`src/rtl/frt_pkg.sv`:
```
package frt_pkg;

    localparam int MASK_W  = 3;
    localparam int ADDR_W  = 2;
    localparam int NUM_SRC = 2;

    // interrupt source indices; enable bit is 2*k, flag bit is 2*k+1
    localparam int SRC_OVF = 0;
    localparam int SRC_CMP = 1;

    localparam logic [ADDR_W-1:0] A_CTRL = 2'd0;
    localparam logic [ADDR_W-1:0] A_CMP  = 2'd1;
    localparam logic [ADDR_W-1:0] A_CNT  = 2'd2;

    localparam int B_CLR_MODE = 4;
    localparam int B_STOP     = 5;
    localparam int B_TCLR     = 6;
    localparam int B_MASK_LO  = 8;

    typedef struct packed {
        logic               clr_mode;
        logic               stop;
        logic [MASK_W-1:0]  mask_n;
        logic [NUM_SRC-1:0] en;
    } ctrl_t;

endpackage

```
`src/rtl/frt_count.sv`:
```
module frt_count #(
    parameter int CNT_W = 16
) (
    input  logic             clk,
    input  logic             rst_n,
    input  logic             cnt_en,
    input  logic             stop,
    input  logic             clr_mode,
    input  logic             clr_req,
    input  logic [CNT_W-1:0] cmp_val,
    output logic [CNT_W-1:0] cnt_o,
    output logic             match_o,
    output logic             wrap_o
);

    localparam logic [CNT_W-1:0] TOP = {CNT_W{1'b1}};

    typedef struct packed {
        logic [CNT_W-1:0] cnt;
    } cnt_st_t;

    cnt_st_t st_d, st_q;
    logic    adv;

    always_comb begin
        st_d    = st_q;
        adv     = cnt_en && !stop;
        match_o = adv && (st_q.cnt == cmp_val);
        wrap_o  = adv && (st_q.cnt == TOP);
        if (clr_req) begin
            st_d.cnt = '0;
        end else if (adv) begin
            if (clr_mode && match_o) begin
                st_d.cnt = '0;
            end else begin
                st_d.cnt = st_q.cnt + 1'b1;
            end
        end
    end

    always_ff @(posedge clk or negedge rst_n) begin
        if (!rst_n) begin
            st_q <= '0;
        end else begin
            st_q <= st_d;
        end
    end

    assign cnt_o = st_q.cnt;


    hold_when_idle_chk: assert property (@(posedge clk) disable iff (!rst_n)
        (!(cnt_en && !stop) && !clr_req) |=> (st_q.cnt == $past(st_q.cnt)));


    wrap_to_zero_chk: assert property (@(posedge clk) disable iff (!rst_n)
        (cnt_en && !stop && st_q.cnt == TOP) |=> (st_q.cnt == '0));


    clear_on_match_chk: assert property (@(posedge clk) disable iff (!rst_n)
        (cnt_en && !stop && clr_mode && st_q.cnt == cmp_val) |=> (st_q.cnt == '0));

endmodule

```
`src/rtl/frt_mask.sv`:
```
module frt_mask #(
    parameter int W = 3
) (
    input  logic         clk,
    input  logic         rst_n,
    input  logic         match_i,
    input  logic         ld_i,
    input  logic [W-1:0] ld_val_i,
    input  logic [W-1:0] reload_i,
    output logic         pass_o
);

    typedef struct packed {
        logic [W-1:0] left;
    } mask_st_t;

    mask_st_t st_d, st_q;

    always_comb begin
        st_d   = st_q;
        pass_o = match_i && (st_q.left == '0);
        if (ld_i) begin
            st_d.left = ld_val_i;
        end else if (match_i) begin
            if (st_q.left == '0) begin
                st_d.left = reload_i;
            end else begin
                st_d.left = st_q.left - 1'b1;
            end
        end
    end

    always_ff @(posedge clk or negedge rst_n) begin
        if (!rst_n) begin
            st_q <= '0;
        end else begin
            st_q <= st_d;
        end
    end


    masked_decrement_chk: assert property (@(posedge clk) disable iff (!rst_n)
        (match_i && !ld_i && st_q.left != '0) |=> (st_q.left == $past(st_q.left) - W'(1)));


    load_on_write_chk: assert property (@(posedge clk) disable iff (!rst_n)
        ld_i |=> (st_q.left == $past(ld_val_i)));

endmodule

```
`src/rtl/frt_flags.sv`:
```
module frt_flags #(
    parameter int N = 2
) (
    input  logic         clk,
    input  logic         rst_n,
    input  logic [N-1:0] set_i,
    input  logic [N-1:0] clr_i,
    input  logic [N-1:0] en_i,
    output logic [N-1:0] flag_o,
    output logic [N-1:0] irq_o
);

    typedef struct packed {
        logic [N-1:0] flag;
    } flag_st_t;

    flag_st_t st_d, st_q;

    always_comb begin
        st_d = st_q;
        for (int k = 0; k < N; k++) begin
            if (set_i[k]) begin
                st_d.flag[k] = 1'b1;
            end else if (clr_i[k]) begin
                st_d.flag[k] = 1'b0;
            end
        end
    end

    always_ff @(posedge clk or negedge rst_n) begin
        if (!rst_n) begin
            st_q <= '0;
        end else begin
            st_q <= st_d;
        end
    end

    assign flag_o = st_q.flag;
    assign irq_o  = st_q.flag & en_i;

    for (genvar g = 0; g < N; g++) begin : g_src

        set_wins_chk: assert property (@(posedge clk) disable iff (!rst_n)
            set_i[g] |=> st_q.flag[g]);


        write_zero_clears_chk: assert property (@(posedge clk) disable iff (!rst_n)
            (clr_i[g] && !set_i[g]) |=> !st_q.flag[g]);
    end

endmodule

```
`src/rtl/frt_cmpclr.sv`:
```
module frt_cmpclr
    import frt_pkg::*;
#(
    parameter int CNT_W = 16
) (
    input  logic              clk,
    input  logic              rst_n,
    input  logic              cnt_en,
    input  logic              bus_wr,
    input  logic [ADDR_W-1:0] bus_addr,
    input  logic [CNT_W-1:0]  bus_wdata,
    input  logic              bus_rmw,
    output logic [CNT_W-1:0]  bus_rdata,
    output logic              irq_cmp,
    output logic              irq_ovf
);

    localparam int DATA_W = CNT_W;

    typedef struct packed {
        ctrl_t             ctrl;
        logic [CNT_W-1:0]  cmp;
    } regs_t;

    regs_t               r_d, r_q;
    logic                wr_ctrl;
    logic                tclr;
    logic [CNT_W-1:0]    cnt;
    logic                match_evt;
    logic                wrap_evt;
    logic                cmp_pass;
    logic [NUM_SRC-1:0]  flag_set;
    logic [NUM_SRC-1:0]  flag_clr;
    logic [NUM_SRC-1:0]  flags;
    logic [NUM_SRC-1:0]  irqs;
    logic [DATA_W-1:0]   ctrl_rd;
    logic                unused_wdata;

    // register bank
    always_comb begin
        r_d     = r_q;
        wr_ctrl = bus_wr && (bus_addr == A_CTRL);
        tclr    = wr_ctrl && bus_wdata[B_TCLR];
        if (wr_ctrl) begin
            r_d.ctrl.clr_mode = bus_wdata[B_CLR_MODE];
            r_d.ctrl.stop     = bus_wdata[B_STOP];
            r_d.ctrl.mask_n   = bus_wdata[B_MASK_LO +: MASK_W];
            for (int k = 0; k < NUM_SRC; k++) begin
                r_d.ctrl.en[k] = bus_wdata[2*k];
            end
        end
        if (bus_wr && (bus_addr == A_CMP)) begin
            r_d.cmp = bus_wdata;
        end
    end

    always_ff @(posedge clk or negedge rst_n) begin
        if (!rst_n) begin
            r_q <= '0;
        end else begin
            r_q <= r_d;
        end
    end

    assign unused_wdata = ^{bus_wdata[DATA_W-1:B_MASK_LO+MASK_W], bus_wdata[7]};

    frt_count #(.CNT_W(CNT_W)) u_count (
        .clk      (clk),
        .rst_n    (rst_n),
        .cnt_en   (cnt_en),
        .stop     (r_q.ctrl.stop),
        .clr_mode (r_q.ctrl.clr_mode),
        .clr_req  (tclr),
        .cmp_val  (r_q.cmp),
        .cnt_o    (cnt),
        .match_o  (match_evt),
        .wrap_o   (wrap_evt)
    );

    frt_mask #(.W(MASK_W)) u_mask (
        .clk      (clk),
        .rst_n    (rst_n),
        .match_i  (match_evt),
        .ld_i     (wr_ctrl),
        .ld_val_i (bus_wdata[B_MASK_LO +: MASK_W]),
        .reload_i (r_q.ctrl.mask_n),
        .pass_o   (cmp_pass)
    );

    always_comb begin
        flag_set[SRC_OVF] = wrap_evt || (r_q.ctrl.clr_mode && match_evt);
        flag_set[SRC_CMP] = cmp_pass;
        for (int k = 0; k < NUM_SRC; k++) begin
            flag_clr[k] = wr_ctrl && !bus_wdata[2*k+1];
        end
    end

    frt_flags #(.N(NUM_SRC)) u_flags (
        .clk    (clk),
        .rst_n  (rst_n),
        .set_i  (flag_set),
        .clr_i  (flag_clr),
        .en_i   (r_q.ctrl.en),
        .flag_o (flags),
        .irq_o  (irqs)
    );

    assign irq_ovf = irqs[SRC_OVF];
    assign irq_cmp = irqs[SRC_CMP];

    // read path
    always_comb begin
        ctrl_rd = '0;
        for (int k = 0; k < NUM_SRC; k++) begin
            ctrl_rd[2*k]   = r_q.ctrl.en[k];
            ctrl_rd[2*k+1] = flags[k] || bus_rmw;
        end
        ctrl_rd[B_CLR_MODE]            = r_q.ctrl.clr_mode;
        ctrl_rd[B_STOP]                = r_q.ctrl.stop;
        ctrl_rd[B_MASK_LO +: MASK_W]   = r_q.ctrl.mask_n;
        case (bus_addr)
            A_CTRL:  bus_rdata = ctrl_rd;
            A_CMP:   bus_rdata = r_q.cmp;
            A_CNT:   bus_rdata = cnt;
            default: bus_rdata = '0;
        endcase
    end


    rmw_reads_set_chk: assert property (@(posedge clk) disable iff (!rst_n)
        (bus_rmw && bus_addr == A_CTRL) |-> (bus_rdata[1] && bus_rdata[3]));


    irq_gate_chk: assert property (@(posedge clk) disable iff (!rst_n)
        !r_q.ctrl.en[SRC_CMP] |-> !irq_cmp);

endmodule

```
`config.mk`:
```
export PLATFORM = sky130hd
export DESIGN_NAME = frt_cmpclr
export DESIGN_NICKNAME = d
export VERILOG_FILES = /design/src/rtl/frt_pkg.sv /design/src/rtl/frt_count.sv /design/src/rtl/frt_mask.sv /design/src/rtl/frt_flags.sv /design/src/rtl/frt_cmpclr.sv
export SDC_FILE = /design/constraint.sdc
export NUM_CORES = 1
export LEC_CHECK = 0
export BUFFER_PORTS_ARGS = -buffer_cell sky130_fd_sc_hd__buf_2
export CAP_MARGIN = 20
export CORE_ASPECT_RATIO = 1.4
export CORE_UTILIZATION = 36
export DETAILED_ROUTE_END_ITERATION = 6
export PLACE_DENSITY = 0.65
export SYNTH_ARGS = -nofsm -noshare
export SYNTH_HDL_FRONTEND = slang
export SYNTH_SLANG_ARGS = --single-unit
```
`constraint.sdc`:
```
create_clock -name clk -period 2.1 [get_ports clk]
set_input_delay 0.525 -clock clk [delete_from_list [all_inputs] [get_ports clk]]
set_output_delay 0.525 -clock clk [all_outputs]
set_load 0.02 [all_outputs]
```
# Word level (Yosys, flattened, before mapping)
# Cells that the tools add are included.
[op_classes]
n_addsub = 2
mul = 0
div_mod_pow = 0
n_lt_le_gt_ge = 0
eq_ne = 4
n_shift = 0
muxes = 11
n_bitwise = 1
reduce_logical = 22
[op_table]
columns = ["operator", "count"]
rows = [
  ["16-bit 2-to-1 mux", 3],
  ["16-bit one-hot mux with 3 select lines", 1],
  ["16-bit by 1-bit adder with 16-bit output (second input constant)", 1],
  ["16-bit equality test", 1],
  ["16-bit equality test (second input constant)", 1],
  ["1-bit logical AND", 10],
  ["3-bit 2-to-1 mux", 3],
  ["2-bit nonzero test", 4],
  ["1-bit 2-to-1 mux", 4],
  ["1-bit zero test", 3],
  ["3-bit zero test", 1],
  ["1-bit logical OR", 3],
  ["3-bit by 1-bit subtractor with 3-bit output (second input constant)", 1],
  ["2-bit AND", 1],
  ["2-bit by 1-bit equality test with 1-bit output (second input constant)", 1],
  ["2-bit equality test (second input constant)", 1],
  ["2-bit zero test", 1],
]
[word_totals]
ff_bits = 44
latch_bits = 0
mem_bits_rw = 0
mem_bits_ro = 0
inputBits = 23
n_memories = 0

# Longest topological paths before layout
[logic_depth]
depth_word = 7
depth_mapped = 7
ltp_nobuf = 7

# Modules after synthesis
# Synthesis repeated with hierarchy kept, for this count alone.
[unflattened]
hier_cells = 241
area_unflattened_um2 = 2625.0
[by_module_without_submodules]
columns = ["module", "instances", "cells_per_inst", "area_each_um2", "seq_area_each_um2"]
rows = [
  ["frt_cmpclr", 1, 90, 1231.2, 575.6],
  ["frt_count", 1, 118, 1086.0, 400.4],
  ["frt_mask", 1, 25, 222.7, 75.1],
  ["frt_flags", 1, 8, 85.1, 50.0],
]

# Least setup slack after synthesis
# Ideal clock, no wire load.
[synth_timing]
path_kind = "input port to output port"
startpoint = "in bus_addr[1]"
endpoint = "out bus_rdata[0]"
t_arrival_ps = 1522
t_required_ps = 1575
slack_ps = 53
cell_stages = 3
n_path_buf = 1
path_cell_list = "buf_1 -> mux2i_1 -> o21ai_0"
[synth_between]
elab_chain_len = 2
word_cells_on_any_way = 4
cone_classes = "eq/ne: 2; mux: 1; reduce/logical: 1"
[synth_rtl]
columns = ["item", "line_no", "text"]
rows = [
  ["start, declared", "frt_cmpclr.sv:10", "input logic [ADDR_W-1:0] bus_addr,"],
  ["2-bit equality test, or another cell as far along", "frt_cmpclr.sv:121", "case (bus_addr)"],
  ["16-bit one-hot mux with 3 select lines (*)", "frt_cmpclr.sv:121", ""],
  ["end, declared", "frt_cmpclr.sv:13", "output logic [CNT_W-1:0] bus_rdata,"],
]
# Mark *: on every way between the ends. The rest lies on a longest branch, timed or not.

# Final worst setup path
[layout_timing]
startpoint = "in bus_addr[0]"
endpoint = "out bus_rdata[3]"
# The elaborated chain is that of the path after synthesis.

==> metrics.md <==
| Metric | Value |
|---|---|
| Placed insts | `between 300 and 400` |
| Startpoint class of the critical path | `primary input` |
| DR WL/cell | `approximately 16 µm` |
| YS warnings | `0` |
| Syn_nets | `275` |
| Ys async rst share | `between 90% and 100%` |
| Final setup fails | `0` |
| Post-route ant nets | `0` |
| Final Cell Area | `2950 µm²` |
| Hold/Removal Path Class | `in -> async` |
| Worst-Skew Late Latency | `0.30 ns` |
| Setup CP Type | `in -> out` |
| Crit path time final | `2.04 ns` |
| Syn avg cell area | `between 9 and 10 µm²` |
| Worst slew pin tran | `roughly 0.55 ns` |
| Worst reg2reg path endpoint | `u_count.cnt_o[15]` |
| Root buffer cell | `clkbuf_8` |
| Worst path max stage delay | `0.23 ns` |
| Share of post-route cells with drive strength above 1 | `30.1%` |
| Top-area cell type share of the netlist area | `a little under half` |
| Final #Nets | `about 330` |
| CTS Buf Count | `5` |
| Total number of vias | `2019` |
| Dpl hpwl | `approximately 4.7 mm` |
| PwrDens | `772 nW/µm²` |
| Die height | `99.3 µm` |
| CP max stage cell | `buf_2` |
| IO Count | `41` |
| Final Slew Violations | `0` |
| Max VDD drop | `about 400 µV` |
| Top_reg_cell synth | `dfrtp_1` |
| Initial cell density of the core | `37.1%` |
| Dpl cell area | `around 2900 µm²` |
| Largest net degree at the start of global routing | `24` |
| Worst-path cell chain | `buf_2 -> nor2b_1 -> buf_6 -> nand2_1 -> o21ai_0 -> buf_2` |
| Most instantiated cells after synthesis | `44 x dfrtp_1, 44 x nand2_1, 16 x mux2_2, 16 x nor2_1` |
| Main area contributors after synthesis | `dfrtp_1 45%, mux2_2 7.4%, nand2_1 6.8%, xnor2_1 5.4%, xor2_1 4.3%` |
| Clock skew | `~0.01 ns` |
| Global placement routability congestion | `0.807` |
| Worst rel slew slack | `63.0%` |
| Initial antenna violation count | `0` |
| R2R cell count | `6` |
| Crit path launch | `bus_addr[0]` |
| Post-synth EDFFs | `0` |
| Die W | `a little over 70 µm` |
| Post-synthesis cell area | `~2400 µm²` |
| DRT iter0 DRCs | `87` |
| Post-synth top area cell | `dfrtp_1` |
| Total GRT Usage | `18.4%` |
| CP required | `1.57 ns` |
| Reg2reg start | `u_count.cnt_o[9]` |
| Worst Path Max Fanout | `16` |
| Final Cycle Share | `a little over nine tenths` |
| Grt total ovfl | `0` |
| Cells after synthesis | `249` |
| Post-synth cell types | `38` |
| Die area | `a little over 7000 µm²` |
| Non-filler cells, final | `383` |
| Area growth, synth to finish | `21.3%` |
| N_diodes | `0` |
| Synth Register Bits | `44` |
| Row count | `35` |
| Sequential share of the synthesized area | `45.2%` |
| Iteration count of the initial detailed-routing pass | `7` |
| Post-route setup TNS | `0 ns` |
| Clk sinks | `44` |
| DRC violations left | `0` |
| Routed WL | `6.10 mm` |
| Cell mode on critical path | `buf_2` |
| Vias per cell | `5.27` |
| First-pass GRT wire length | `10.0 mm` |
| TritonCTS clock tree | `built` |
| CP endpoint kind | `output pin` |
| Clock Pin Slew Worst Setup and Hold Paths | `0.09 ns` |
| Data arrival time of the worst path | `1.51 ns` |
| Worst setup path endpoint | `bus_rdata[3]` |
| Port Buf Inserts | `40` |
| Status | `completed` |
| Core area | `6570 µm²` |
| Vias in the first global route | `around 2100` |
| Lkg Pwr | `0.00142 µW` |
| Final number of hold-violating endpoints | `0` |
| Fin Hold WS | `approximately 0.2 ns` |
| Max frequency | `0.491 GHz` |
| Maxcap violations | `0` |
| Flop2flop setup slack | `0.22 ns` |
| H-tree depth | `2` |
| Clock Path Buffers | `2` |
| # hold bufs at CTS | `0` |
## cell families (layout without fill, tap and decap cells)
| logic type | count (synthesis) | after routing | synth area share (%) |
|---|---|---|---|
| AND/OR/NAND/NOR | 98 | 98 | 20.0 |
| XOR/XNOR | 27 | 27 | 9.71 |
| adder cells (fa/ha/maj) | 3 | 3 | 1.54 |
| multiplexers | 23 | 23 | 10.3 |
| flip-flops | 44 | 44 | 45.2 |
| AO/OA/AOI/OAI | 40 | 40 | 10.8 |
| buffers and inverters | 14 | 74 | 2.41 |
## routing by layer
layer / track usage, % / vias up / wire length [µm]
li1: - / 979 / -
met4: 9.65 / 0 / 225
met3: 3.04 / 19 / 168
met5: 0 / - / 0
met1: 21.5 / 973 / 2570
met2: 32.2 / 48 / 3130
## cells in the final DEF (no fill, tap or decap), types with 12 or more instances in the layout
master	instances
buf_2	40
xor2_1	12
nand2_1	44
nor2_1	16
buf_4	20
xnor2_1	15
mux2_2	16
dfrtp_1	44
o21ai_0	15
## timing repair
item / 4_1_cts / 5_1_grt
gates resized for setup: 0 / 1
endpoints found under the setup margin: 0 / 1
buffers inserted: 0 / 0
hold endpoints to repair: 0 / 0
## power by group
group / internal (µW) / leakage, µW / switching (µW) / total (µW)
clock network: 232 / 0.0000479 / 304 / 536
logic: 294 / 0.000827 / 331 / 626
registers: 977 / 0.000545 / 140 / 1120
total: 1500 / 0.00142 / 776 / 2280
## metrics by stage
step / total power (µW) / util, % / setup slack, ns
2_1_floorplan: 1500 / - / 0.0527
3_3_place_gp: 1740 / 43.6 / 0.125
3_5_place_dp: 1750 / 43.6 / 0.106
4_1_cts: 2290 / 44.9 / 0.0931
5_1_grt: 2410 / 45.0 / -0.000835
6_report: 2280 / 45.0 / 0.0625
## worst min path at each step
stage                     startpoint    endpoint  cells after the start
after floorplan                rst_n  ctrl_rd[0]                      0
after global placement    ctrl_rd[2]  ctrl_rd[2]                      2
after detailed placement  ctrl_rd[0]  ctrl_rd[0]                      2
after CTS                      rst_n     r_q[14]                      1
after global routing           rst_n      r_q[1]                      1
final                          rst_n     r_q[14]                      1
## worst max-delay path, delay by kind of cell
family | cells | cell delay [ns]
AO/OA/AOI/OAI | 1 | 0.12
AND/OR/NAND/NOR | 2 | 0.26
buffers and inverters | 3 | 0.61
## layout make-up
| type | instances | area, µm² |
|---|---|---|
| Sequential cell | 44 | 1100 |
| Multi-Input combinational cell | 191 | 1270 |
| Clock buffer | 5 | 68.8 |
| Tap cell | 74 | 92.6 |
| Timing Repair Buffer | 62 | 382 |
| Fill cell | 644 | 3620 |
| Inverter | 4 | 15.0 |
| Clock inverter | 3 | 18.8 |
## state kept, by name (all words and copies together) (netlist names)
| register | flops |
|---|---|
| r_q | 16 |
| u_count.cnt_o | 16 |
| u_flags.flag_o | 2 |
| u_mask.st_q | 3 |
| ctrl_rd | 7 |
No activity file was read; power rests on OpenSTA's default activity.
